[src/rtl/rxsts_pkg.sv]
package rxsts_pkg;

    localparam int RES_W    = 3;
    localparam int STATUS_W = 5 + RES_W;

    typedef enum logic [1:0] {
        MODE_ASYNC = 2'd0,
        MODE_SYNC  = 2'd1,
        MODE_SDLC  = 2'd2,
        MODE_RSVD  = 2'd3
    } rx_mode_e;

    typedef struct packed {
        logic             eof;
        logic             crc_fe;
        logic             overrun;
        logic             parity;
        logic [RES_W-1:0] residue;
        logic             all_sent;
    } status_t;

    function automatic logic [STATUS_W-1:0] pack_status(input status_t s);
        return s;
    endfunction

endpackage

[src/rtl/rxsts_err_latch.sv]
module rxsts_err_latch (
    input  logic clk,
    input  logic rst,
    input  logic clr,
    input  logic err_rst,
    input  logic chr_valid,
    input  logic is_sdlc,
    input  logic parity_en,
    input  logic chr_parity_bad,
    input  logic chr_overrun,
    input  logic chr_closing,
    output logic eof_q,
    output logic ovr_q,
    output logic par_q
);

    always_ff @(posedge clk) begin
        if (clr) begin
            eof_q <= 1'b0;
            ovr_q <= 1'b0;
            par_q <= 1'b0;
        end else begin
            if (chr_valid && is_sdlc)
                eof_q <= chr_closing;
            else if (err_rst)
                eof_q <= 1'b0;

            if (chr_valid && chr_overrun)
                ovr_q <= 1'b1;
            else if (err_rst)
                ovr_q <= 1'b0;

            if (chr_valid && parity_en && chr_parity_bad)
                par_q <= 1'b1;
            else if (err_rst)
                par_q <= 1'b0;
        end
    end

    // a held overrun survives any cycle without an error reset
    p_ovr_hold_r5: assert property (@(posedge clk) disable iff (rst || clr)
        (ovr_q && !err_rst) |=> ovr_q);

    // parity mismatch with checking off cannot raise the latch
    p_par_gate_r6: assert property (@(posedge clk) disable iff (rst || clr)
        (!par_q && !parity_en) |=> !par_q);

    // error reset with no competing character clears all sticky bits
    p_err_clear_r7: assert property (@(posedge clk) disable iff (rst || clr)
        (err_rst && !chr_valid) |=> (!eof_q && !ovr_q && !par_q));

endmodule

[src/rtl/rxsts_char_fields.sv]
module rxsts_char_fields
    import rxsts_pkg::*;
(
    input  logic             clk,
    input  logic             rst,
    input  logic             clr,
    input  logic             chr_valid,
    input  logic             is_async,
    input  logic             is_sdlc,
    input  logic             chr_framing,
    input  logic             chr_crc_bad,
    input  logic [RES_W-1:0] chr_residue,
    output logic             crc_fe_q,
    output logic [RES_W-1:0] residue_q
);

    always_ff @(posedge clk) begin
        if (clr) begin
            crc_fe_q  <= 1'b0;
            residue_q <= '0;
        end else if (chr_valid) begin
            crc_fe_q <= is_async ? chr_framing : chr_crc_bad;
            if (is_sdlc)
                residue_q <= chr_residue;
        end
    end

    // residue only moves on a character taken in SDLC mode
    p_residue_hold_r8: assert property (@(posedge clk) disable iff (rst || clr)
        !(chr_valid && is_sdlc) |=> $stable(residue_q));

    // without a character the per-character bit does not change
    p_crcfe_hold_r4: assert property (@(posedge clk) disable iff (rst || clr)
        !chr_valid |=> $stable(crc_fe_q));

endmodule

[src/rtl/rxsts_tx_done.sv]
module rxsts_tx_done (
    input  logic clk,
    input  logic rst,
    input  logic clr,
    input  logic is_async,
    input  logic tx_idle,
    output logic all_sent_q
);

    always_ff @(posedge clk) begin
        if (clr)
            all_sent_q <= 1'b1;
        else
            all_sent_q <= !is_async || tx_idle;
    end

    // outside asynchronous mode the flag is high one clock later
    p_sync_allsent_r9: assert property (@(posedge clk) disable iff (rst || clr)
        !is_async |=> all_sent_q);

endmodule

[src/rtl/rx_status_tracker.sv]
module rx_status_tracker
    import rxsts_pkg::*;
(
    input  logic             clk,
    input  logic             rst,
    input  logic             chan_rst,
    input  logic [1:0]       mode,
    input  logic             parity_en,
    input  logic             rx_int_en,
    input  logic             err_rst,
    input  logic             tx_idle,
    input  logic             chr_valid,
    input  logic             chr_framing,
    input  logic             chr_crc_bad,
    input  logic             chr_parity_bad,
    input  logic             chr_overrun,
    input  logic             chr_closing,
    input  logic [RES_W-1:0] chr_residue,
    output logic [STATUS_W-1:0] status,
    output logic             sr_irq
);

    rx_mode_e mode_e;
    logic     clr, is_async, is_sdlc;
    logic     eof_q, ovr_q, par_q, crc_fe_q, all_sent_q;
    logic [RES_W-1:0] residue_q;
    status_t  st;

    assign mode_e   = rx_mode_e'(mode);
    assign clr      = rst || chan_rst;
    assign is_async = (mode_e == MODE_ASYNC);
    assign is_sdlc  = (mode_e == MODE_SDLC);

    rxsts_err_latch u_latch (
        .clk(clk), .rst(rst), .clr(clr), .err_rst(err_rst),
        .chr_valid(chr_valid), .is_sdlc(is_sdlc), .parity_en(parity_en),
        .chr_parity_bad(chr_parity_bad), .chr_overrun(chr_overrun),
        .chr_closing(chr_closing),
        .eof_q(eof_q), .ovr_q(ovr_q), .par_q(par_q)
    );

    rxsts_char_fields u_fields (
        .clk(clk), .rst(rst), .clr(clr), .chr_valid(chr_valid),
        .is_async(is_async), .is_sdlc(is_sdlc),
        .chr_framing(chr_framing), .chr_crc_bad(chr_crc_bad),
        .chr_residue(chr_residue),
        .crc_fe_q(crc_fe_q), .residue_q(residue_q)
    );

    rxsts_tx_done u_txdone (
        .clk(clk), .rst(rst), .clr(clr), .is_async(is_async),
        .tx_idle(tx_idle), .all_sent_q(all_sent_q)
    );

    always_comb begin
        st.eof      = eof_q && is_sdlc;
        st.crc_fe   = crc_fe_q;
        st.overrun  = ovr_q;
        st.parity   = par_q;
        st.residue  = residue_q;
        st.all_sent = all_sent_q;
    end

    assign status = pack_status(st);
    assign sr_irq = rx_int_en && (ovr_q || par_q || st.eof || (is_async && crc_fe_q));

    // channel reset leaves the idle status byte
    p_chan_reset_r1: assert property (@(posedge clk) disable iff (rst)
        chan_rst |=> (status == STATUS_W'(1) && !sr_irq));

    // end-of-frame is never visible outside SDLC mode
    p_eof_hidden_r3: assert property (@(posedge clk) disable iff (rst)
        !is_sdlc |-> !status[STATUS_W-1]);

    // no request without the enable
    p_irq_enable_r10: assert property (@(posedge clk) disable iff (rst)
        !rx_int_en |-> !sr_irq);

endmodule

[config.mk]
export PLATFORM = sky130hd
export DESIGN_NAME = rx_status_tracker
export DESIGN_NICKNAME = d
export VERILOG_FILES = /design/src/rtl/rxsts_pkg.sv /design/src/rtl/rxsts_err_latch.sv /design/src/rtl/rxsts_char_fields.sv /design/src/rtl/rxsts_tx_done.sv /design/src/rtl/rx_status_tracker.sv
export SDC_FILE = /design/constraint.sdc
export NUM_CORES = 1
export LEC_CHECK = 0
export ABC_CLOCK_PERIOD_IN_PS = 2100
export BUFFER_PORTS_ARGS = -buffer_cell sky130_fd_sc_hd__buf_2
export CORE_AREA = 2 2 39 41
export CTS_BUF_LIST = sky130_fd_sc_hd__clkbuf_16
export CTS_CLUSTER_SIZE = 25
export DETAILED_ROUTE_END_ITERATION = 6
export DIE_AREA = 0 0 41 43
export PLACE_DENSITY = 0.6
export SYNTH_ARGS = -nofsm -noshare
export SYNTH_HDL_FRONTEND = slang
export SYNTH_SLANG_ARGS = --single-unit
export TNS_END_PERCENT = 30
[constraint.sdc]
create_clock -name clk -period 2.1 [get_ports clk]
set_input_delay 0.21 -clock clk [delete_from_list [all_inputs] [get_ports clk]]
set_output_delay 0.21 -clock clk [all_outputs]
set_load 0.02 [all_outputs]
-- After elaboration in Yosys (flattened, before gate mapping)
Cells that the tools add are included.
- register bits after elaboration: 8
- bits in latches: 0
- RAM bits: 0
- bits in read-only memories: 0
- input port bits: 18
- output and inout bits: 9
- word-level logic and storage cells: 30
- memories: 0
- $add $sub $neg: 0
- multipliers: 0
- div/mod/pow operators: 0
- order comparisons: 0
- equal/unequal tests: 1
- shifts and indexed selects: 0
- mux-type cells: 5
- bitwise logic cells: 0
- reductions and logical operators: 18
- operator list (cell ; count):
    1-bit logical AND ; 7
    2-bit nonzero test ; 3
    1-bit logical OR ; 5
    1-bit 2-to-1 mux ; 5
    2-bit == test, second input constant ; 1
    2-bit zero test ; 1
    2-bit AND reduction ; 1
    1-bit zero test ; 1

-- Logic depth before layout (Yosys ltp)
Gate-level depths: netlist (run 1).
- depth after elaboration: 5
- gate-level depth with buffers: 3
- gate-level depth less buffers: 2

-- Hierarchy
A second synthesis (run 1) with hierarchy kept.
- cells, all modules: 43
- area, all modules: 394.1 um^2
- modules (own cells, without submodules) (module ; instances ; cells an instance ; area an instance (um^2) ; seq. area each (um^2)):
    rxsts_char_fields ; 1 ; 17 ; 172.7 ; 80.1
    rxsts_err_latch ; 1 ; 12 ; 106.4 ; 60.1
    rx_status_tracker ; 1 ; 12 ; 86.3 ; 0.0
    rxsts_tx_done ; 1 ; 2 ; 28.8 ; 20.0

-- Worst setup path after synthesis (run 1)
OpenSTA, ideal clock, no wires.
- path kind: register to output
- start point: reg u_latch.eof_q
- end point: out sr_irq
- arrival time: 1.007 ns
- required time: 1.890 ns
- setup slack: 0.883 ns
- cell stages (with the launch flop): 3
- path buffers: 0
- path through: dfxtp_1 -> and3b_1 -> o41a_1
- cells in the longest elaborated chain, start to end: 4
- ends and longest elaborated chain (element ; RTL line ; text):
    start, declared ; rxsts_err_latch.sv:12 ; output logic eof_q,
    start signal, assigned ; rxsts_err_latch.sv:24 ; eof_q <= chr_closing;
    1-bit logical AND ; rx_status_tracker.sv:56 ; st.eof = eof_q && is_sdlc;
    via status[7] ; rx_status_tracker.sv:19 ; output logic [STATUS_W-1:0] status,
    1-bit logical OR (2 in series) ; rx_status_tracker.sv:65 ; assign sr_irq = rx_int_en && (ovr_q || par_q || st.eof || (is_async && crc_fe_q));
    1-bit logical AND ; rx_status_tracker.sv:65 ;
    end, declared ; rx_status_tracker.sv:20 ; output logic sr_irq
The timed path passes the listed nets, and every way through them passes these cells.

-- Final worst setup path (run 1)
- start point: reg u_latch.eof_q
- end point: out sr_irq
- cells in the longest elaborated chain, start to end: 4
- ends and longest elaborated chain (element ; RTL line):
    1-bit logical AND ; rx_status_tracker.sv:56
    1-bit logical OR (2 in series) ; rx_status_tracker.sv:65
    1-bit logical AND ; rx_status_tracker.sv:65
No other way between the ends.

==> results.json, run 1 <==
{
  "synthTopCellsByCount": "dfxtp_1 (8), nor3b_1 (8), buf_4 (5), mux2_2 (4)",
  "drt-met1-wl_microns": 362,
  "fin_area_sq_um": 602,
  "clock_sinks": 8,
  "cts_buffers": 3,
  "p_per_area_nw_per_um2": 858,
  "antenna_found_initial": 0,
  "drv_slew": 0,
  "vias_per_cell": 4.65,
  "area_growth_pct": 41.5,
  "route.vias.total": 377,
  "max_slew_margin_pct": 85.2,
  "antenna_left": 0,
  "hold_viol": 0,
  "cts_hold_buf": 0,
  "htreeDepth": 1,
  "postSynthAreaPerCell_sq_um": 10.1,
  "synth_area_leaders": "dfxtp_1 (38%), nor3b_1 (14%), mux2_2 (11%)",
  "nFillCells": 145,
  "start_util_pct": 30.7,
  "hold_class": "primary input to flip-flop",
  "synth_edf_count": 0,
  "post_cts_resized": 0,
  "finalClockSkew_ns": 0,
  "power_uw": 516,
  "netlist.area_leader.share_pct": 37.6,
  "ir_worst_vdd_mv": 0.452,
  "crit_required_ns": 1.89,
  "ys_seq_elements": 8,
  "port_buffers": 26,
  "p_leak_uw": 0.000280,
  "hold_slack_ns": 0.167,
  "finalWorstSetupSlack_ns": 0.666,
  "max_freq_mhz": 697,
  "cap_viol_max_count": 0,
  "final.setup.tns_ns": 0,
  "wl_met2_microns": 384,
  "synthArstFlopShare_pct": 0,
  "rows": 14,
  "final-setup-viol-count": 0,
  "core_sq_um": 1380,
  "tritoncts": "done",
  "dp_hpwl_microns": 668,
  "grt_max_degree": 10,
  "fin_crit_sh_pct": 68.3,
  "clk_latency_ns": 0.23,
  "drcViolationCount": 0,
  "num_antenna_cells": 0,
  "dieArea_sq_um": 1760,
  "end_kind": "primary output",
  "drt_iter0_drc": 3,
  "yosysTopAreaCell": "dfxtp_1",
  "layout-drive-gt1-share_pct": 52.3,
  "synth_ff_type": "dfxtp_1",
  "gp_congestion": 0.616,
  "syn_inst": 42,
  "start_kind": "flip-flop",
  "dieWidth_microns": 41,
  "clk_pin_slew_ns": 0.04,
  "drt_wl_total_microns": 865,
  "grt_pass1_wl_microns": 1300,
  "fp.dieH_microns": 43,
  "met3_length_microns": 118,
  "dp_slack_ns": 0.862,
  "wl_per_cell_microns": 10.7,
  "nNetsFinal": 85,
  "ys_seq_area_share_pct": 37.6,
  "clk_path_buf_depth": 2,
  "worst-slew-pin-transition_ns": 0.220,
  "highest_layer": "met3",
  "grt_pass1_vias": 330,
  "syn_nets": 60,
  "yosysWarnings": 0,
  "grt_use_total_pct": 11.5,
  "globalRouteOverflowTotal": 0,
  "crit_type": "flip-flop to primary output",
  "ios": 27,
  "outcome": "complete, no violations",
  "rsz0062_at_grt": "no",
  "cts-root-buf": "clkbuf_16",
  "syn_area_sq_um": 425,
  "crit_fanout": 2,
  "place_area_sq_um": 527,
  "dr.pass1.iters": 2,
  "netlist-cell-type-count": 18,
  "arrival_ns": 1.22,
  "min_period_ns": 1.43,
  "post_cts_buffers": 0
}
-- power by group --
group / switching, uW / total [uW] / internal (uW)
sequential: 1.62 / 158 / 156
combinational: 22.5 / 45.9 / 23.4
clock: 67.9 / 313 / 245
-- per-layer routing --
layer | global-route usage, % | vias to the layer above
met5 | 0 | -
met2 | 16.9 | 20
met3 | 8.38 | 0
li1 | - | 195
met4 | 2.00 | 0
met1 | 13.4 | 162
-- critical path, stage by stage, from the launching register on --
cell     delay [ns]
dfxtp_1        0.30
and3b_1        0.18
o41a_1         0.36
buf_2          0.16
-- state kept, by name, summed over array words and instances (netlist names) --
signal               count
u_latch.ovr_q            1
u_txdone.all_sent_q      1
u_fields.residue_q       3
u_latch.par_q            1
u_fields.crc_fe_q        1
u_latch.eof_q            1
-- layout make-up --
cell class              instances  area [sq um]  area share, %
multi-input cells              28           216           36.0
well taps                      16          20.0           3.33
clock buffers                   3          75.1           12.5
repair buffers                 26           130           21.6
flip-flops and latches          8           160           26.6
-- cell families after synthesis --
family,after synthesis,synth area share [%]
AND/OR/NAND/NOR,19,32.1
flip-flops,8,37.6
buffers and inverters,6,11.5
AO/OA/AOI/OAI,5,8.23
multiplexers,4,10.6
-- worst paths after layout --
kind	startpoint	to	slack [ns]	cells after the start
setup / recovery	u_latch.eof_q	sr_irq	0.67	3
hold / removal	tx_idle	u_txdone.all_sent_q	0.17	2
setup reg to reg	u_latch.eof_q	u_latch.eof_q	1.31	2
hold reg to reg	u_latch.ovr_q	u_latch.ovr_q	0.48	2
-- cell usage in the layout, fill, tap and decap left out --
master | Yosys | layout
a21oi_1 | 2 | 2
a311oi_1 | 1 | 1
and3b_1 | 2 | 2
buf_2 | 0 | 26
clkbuf_16 | 0 | 3
dfxtp_1 | 8 | 8
mux2_2 | 4 | 4
nand2_1 | 1 | 1
nand2b_1 | 2 | 2
nand3_1 | 1 | 1
nor2_1 | 1 | 1
nor3b_1 | 8 | 8
nor4b_1 | 1 | 1
o21ai_0 | 1 | 1
o41a_1 | 1 | 1
or2_4 | 1 | 1
or3b_1 | 1 | 1
or4_1 | 1 | 1
-- through the flow --
step | util [%] | cells
floorplan | - | 42
global placement | 38.1 | 78
detailed placement | 38.1 | 78
CTS | 43.5 | 81
global route | 43.5 | 81
finish | 43.5 | 81
Power figures use the tool's default switching activity.
==> run 2: changes to the inputs <==
--- a/config.mk
+++ b/config.mk
@@ -5,7 +5,7 @@
 export SDC_FILE = /design/constraint.sdc
 export NUM_CORES = 1
 export LEC_CHECK = 0
-export ABC_CLOCK_PERIOD_IN_PS = 2100
+export ABC_CLOCK_PERIOD_IN_PS = 1400
 export BUFFER_PORTS_ARGS = -buffer_cell sky130_fd_sc_hd__buf_2
 export CORE_AREA = 2 2 39 41
 export CTS_BUF_LIST = sky130_fd_sc_hd__clkbuf_16
==> constraint.sdc (replaced) <==
create_clock -name clk -period 1.4 [get_ports clk]
set_input_delay 0.14 -clock clk [delete_from_list [all_inputs] [get_ports clk]]
set_output_delay 0.14 -clock clk [all_outputs]
set_load 0.02 [all_outputs]
==> run 2 against run 1 <==
Net effect:
- non-clock buffer count is the same
- first-iteration DRC count shrank 100%
- die area is the same
- wire length grew 12%
- critical path type unchanged
- highest routed layer is now met4
==> results.json, run 2 (synthesis gave the netlist of run 1 again) <==
{
  "outcome": "complete, no violations",
  "wl_per_cell_microns": 12.0,
  "clock_sinks": 8,
  "rsz0062_at_grt": "no",
  "fin_util_pct": 43.5,
  "htreeDepth": 1,
  "grt_pass1_wl_microns": 1370,
  "clk_latency_ns": 0.23,
  "start_util_pct": 30.7,
  "p_per_area_nw_per_um2": 1310,
  "antenna_left": 0,
  "route.vias.total": 394,
  "gp_congestion": 0.570,
  "cts_buffers": 3,
  "tritoncts": "done",
  "rows": 14,
  "ios": 27,
  "antenna_found_initial": 0,
  "port_buffers": 26,
  "instances_no_fill": 81,
  "clk_path_buf_depth": 2,
  "drt_iter0_drc": 0,
  "crit_type": "flip-flop to primary output",
  "drcViolationCount": 0,
  "min_period_ns": 1.36,
  "layout-drive-gt1-share_pct": 52.3,
  "max_slew_margin_pct": 84.8,
  "power_uw": 791,
  "p_leak_uw": 0.000280,
  "place_area_sq_um": 527,
  "globalRouteOverflowTotal": 0,
  "dr.pass1.iters": 1,
  "largest_reg_flops": 3,
  "reg2reg_slack_ns": 0.60,
  "final.setup.tns_ns": 0,
  "grt_pass1_vias": 337,
  "clk_pin_slew_ns": 0.04,
  "dp_cells": 78,
  "drt_wl_total_microns": 969,
  "num_antenna_cells": 0,
  "arrival_ns": 1.22,
  "crit_required_ns": 1.26,
  "grt_max_degree": 10,
  "hold_class": "primary input to flip-flop",
  "cts_hold_buf": 0,
  "fin_area_sq_um": 602,
  "crit_fanout": 2,
  "hold_viol": 0,
  "dieArea_sq_um": 1760,
  "end_kind": "primary output",
  "fin_crit_sh_pct": 97.0,
  "start_kind": "flip-flop",
  "area_growth_pct": 41.5,
  "core_sq_um": 1380,
  "grt_use_total_pct": 12.9,
  "dp_hpwl_microns": 696,
  "top_register": "u_fields.residue_q",
  "cts-root-buf": "clkbuf_16",
  "post_cts_buffers": 0,
  "most-common-layout-cells": "buf_2 (26), nor3b_1 (8), dfxtp_1 (8)",
  "ir_worst_vdd_mv": 0.900,
  "cap_viol_max_count": 0,
  "dieWidth_microns": 41,
  "fp.dieH_microns": 43,
  "finalClockSkew_ns": 0,
  "worst-slew-pin-transition_ns": 0.225,
  "final-setup-viol-count": 0,
  "nNetsFinal": 85,
  "vias_per_cell": 4.86,
  "post_cts_resized": 0,
  "drv_slew": 0,
  "max_freq_mhz": 736,
  "final_common_cell": "buf_2"
}
[run 2: worst paths after layout]
check | startpoint | to | depth (start not counted)
hold / removal | tx_idle | u_txdone.all_sent_q | 2
hold reg to reg | u_latch.par_q | u_latch.par_q | 2
setup / recovery | u_latch.eof_q | sr_irq | 3
setup reg to reg | u_fields.residue_q[0] | u_fields.residue_q[0] | 2
[run 2: cell type report]
| cell class | count | area [sq um] |
|---|---|---|
| clock buffer | 3 | 75.1 |
| fill | 145 | 782 |
| multi-input combinational | 28 | 216 |
| sequential | 8 | 160 |
| tap | 16 | 20.0 |
| timing repair buffer | 26 | 130 |
[run 2: critical path, cell delays in order (launching register included)]
cell	delay, ns
dfxtp_1	0.29
and3b_1	0.18
o41a_1	0.35
buf_2	0.16
[run 2: per-stage QoR]
| stage | hold WS [ns] | setup slack, ns |
|---|---|---|
| floorplan | 0.244 | 0.253 |
| detailed placement | 0.335 | 0.289 |
| global route | 0.0895 | 0.00605 |
| CTS | 0.0968 | 0.0309 |
| global placement | 0.343 | 0.290 |
| finish | 0.0953 | 0.0421 |
[run 2: per-layer routing]
metal  global-route usage, %  share of wire, %
met2                    16.9                42
met5                       0                 0
met1                    13.3                42
met3                    9.42                12
met4                    10.0               2.8
[run 2: power breakdown]
group	switching [uW]	total (uW)	internal (uW)
logic	34.9	70.0	35.1
clock network	116	484	369
registers	2.38	236	234
total	153	791	638
==> run 3: changes to the inputs <==
--- a/config.mk
+++ b/config.mk
@@ -12,8 +12,9 @@
 export CTS_CLUSTER_SIZE = 25
 export DETAILED_ROUTE_END_ITERATION = 6
 export DIE_AREA = 0 0 41 43
-export PLACE_DENSITY = 0.6
+export PLACE_DENSITY = 0.58
 export SYNTH_ARGS = -nofsm -noshare
 export SYNTH_HDL_FRONTEND = slang
+export SYNTH_HIERARCHICAL = 1
 export SYNTH_SLANG_ARGS = --single-unit
 export TNS_END_PERCENT = 30
==> run 3 against run 2 <==
Net effect:
- first-iteration DRC count is 5 higher
- power shrank 1.1%
- worst hold slack improved by 0.0091 ns
- critical path type unchanged
==> results.json, run 3 <==
{
  "grt_use_total_pct": 11.3,
  "grt_max_degree": 13,
  "netlist.area_leader.share_pct": 40.6,
  "cts_buffers": 3,
  "globalRouteOverflowTotal": 0,
  "hold_slack_ns": 0.104,
  "syn_nets": 61,
  "timing.rr.end": "u_fields/residue_q[0]",
  "area_growth_pct": 46.7,
  "syn_area_sq_um": 394,
  "post_cts_buffers": 0,
  "crit_required_ns": 1.26,
  "ys_seq_area_share_pct": 40.6,
  "holdCritStartpoint": "tx_idle",
  "hold_viol": 0,
  "synth_ff_type": "dfxtp_1",
  "drcViolationCount": 0,
  "postSynthAreaPerCell_sq_um": 9.17,
  "antenna_left": 0,
  "synthArstFlopShare_pct": 0,
  "dieWidth_microns": 41,
  "drt_iter0_drc": 5,
  "layout-drive-gt1-share_pct": 46.3,
  "largest_reg_flops": 3,
  "clock_sinks": 8,
  "grt_pass1_vias": 345,
  "fin_crit_sh_pct": 76.7,
  "finalClockSkew_ns": 0,
  "vias_per_cell": 4.59,
  "worst-slew-pin-transition_ns": 0.199,
  "max_slew_margin_pct": 86.7,
  "drt_wl_total_microns": 901,
  "core_sq_um": 1380,
  "wl_per_cell_microns": 10.9,
  "clk_path_buf_depth": 2,
  "path_cells": "mux2i_1 > o21ai_1 > buf_2",
  "gp_congestion": 0.623,
  "ios": 27,
  "cap_viol_max_count": 0,
  "final.setup.tns_ns": 0,
  "max_freq_mhz": 931,
  "nNetsFinal": 87,
  "final_common_cell": "buf_2",
  "hold_path_depth": 2,
  "synth_edf_count": 0,
  "synth_most_common_cell": "dfxtp_1",
  "arrival_ns": 0.93,
  "num_antenna_cells": 0,
  "ys_seq_elements": 8,
  "drv_slew": 0,
  "yosysWarnings": 6,
  "min_period_ns": 1.07,
  "nFillCells": 145,
  "syn_inst": 43,
  "clk_pin_slew_ns": 0.04,
  "tritoncts": "done",
  "r2r.worst_path.cells": 2,
  "cts-root-buf": "clkbuf_16",
  "cts_hold_buf": 0,
  "dieArea_sq_um": 1760,
  "grt_pass1_wl_microns": 1300,
  "antenna_found_initial": 0,
  "cpMaxStageDelayCell": "dfxtp_1",
  "route.vias.total": 381,
  "fp.dieH_microns": 43,
  "post_cts_resized": 0,
  "htreeDepth": 1,
  "reg2reg_slack_ns": 0.67,
  "clk_latency_ns": 0.23,
  "crit_fanout": 3,
  "outcome": "complete, no violations",
  "most-common-layout-cells": "buf_2 (26), dfxtp_1 (8), nand3_1 (5)",
  "hold_end": "u_txdone/all_sent_q",
  "port_buffers": 26,
  "critPathMaxStageDelay_ns": 0.34,
  "netlist-cell-type-count": 20,
  "p_leak_uw": 0.000276,
  "final-setup-viol-count": 0,
  "rsz0062_at_grt": "no",
  "dp_hpwl_microns": 646,
  "yosysTopAreaCell": "dfxtp_1",
  "rows": 14,
  "ir_worst_vdd_mv": 0.498,
  "start_util_pct": 28.5,
  "top_register": "u_fields/residue_q",
  "p_per_area_nw_per_um2": 1350,
  "dr.pass1.iters": 4,
  "r2r_start": "u_fields/residue_q[0]",
  "crit_type": "flip-flop to primary output",
  "start_kind": "flip-flop",
  "synthTopCellsByCount": "dfxtp_1 (8), nand3_1 (5), a21oi_1 (4), buf_4 (4), nor2_1 (4)",
  "end_kind": "primary output",
  "hold_class": "primary input to flip-flop",
  "synth_area_leaders": "dfxtp_1 (41%), a21bo_1 (7.6%), buf_4 (7.6%)"
}
run 3: cell types whose count changed after synthesis, moves of 2 or more:
cell	previous run	this run
nor3b_1	8	0
mux2_2	4	0
nand3_1	1	5
a21bo_1	0	3
nor2_1	1	4
a21oi_1	2	4
and3b_1	2	0
mux2i_1	0	2
run 3: metal layers:
layer  global-route usage (%)  vias up  share of wire (%)
met1                     13.3      168                 46
met4                     10.0        0                1.3
met2                     15.6       14                 48
met5                        0        -                  0
met3                     3.14        2                5.3
li1                         -      197                  -
run 3: worst max path at each step:
stage,from,end,cells after the start
finish,u_fields/crc_fe_q,sr_irq,3
global route,u_latch/eof_q,sr_irq,3
CTS,u_fields/crc_fe_q,sr_irq,3
detailed placement,chan_rst,u_txdone/all_sent_q,3
global placement,chan_rst,u_txdone/all_sent_q,3
floorplan,chan_rst,u_txdone/all_sent_q,2
run 3: worst max-delay path, delay by kind of cell (launching register included):
family | cells | cell delay (ns)
flops | 1 | 0.34
buf+inv | 1 | 0.17
compound gates | 1 | 0.12
mux | 1 | 0.08
run 3: logic make-up after synthesis:
logic type,count (synthesis),synth area share (%)
AO/OA/AOI/OAI,12,21.3
buffers and inverters,6,11.4
flip-flops,8,40.6
multiplexers,2,5.08
AND/OR/NAND/NOR,15,21.6
run 3: through the flow:
stage,util (%),area [sq um],total power (uW),setup WS (ns),instances
global placement,36.3,503,309,0.329,80
finish,41.8,578,782,0.326,83
global route,41.8,578,819,0.243,83
detailed placement,36.3,503,311,0.302,80
floorplan,-,394,281,0.458,43
CTS,41.8,578,792,0.304,83
run 3: final cells by class:
| cell class | count | area, sq um | area share (%) |
|---|---|---|---|
| Timing Repair Buffer | 26 | 130 | 22.5 |
| Tap cell | 16 | 20.0 | 3.46 |
| Inverter | 1 | 3.75 | 0.649 |
| Multi-Input combinational cell | 29 | 189 | 32.7 |
| Clock buffer | 3 | 75.1 | 13.0 |
| Sequential cell | 8 | 160 | 27.7 |
run 3: report_power, final:
| group | switching (uW) | internal [uW] |
|---|---|---|
| logic | 36.2 | 33.5 |
| clock network | 108 | 368 |
| registers | 2.66 | 234 |
| total | 146 | 635 |
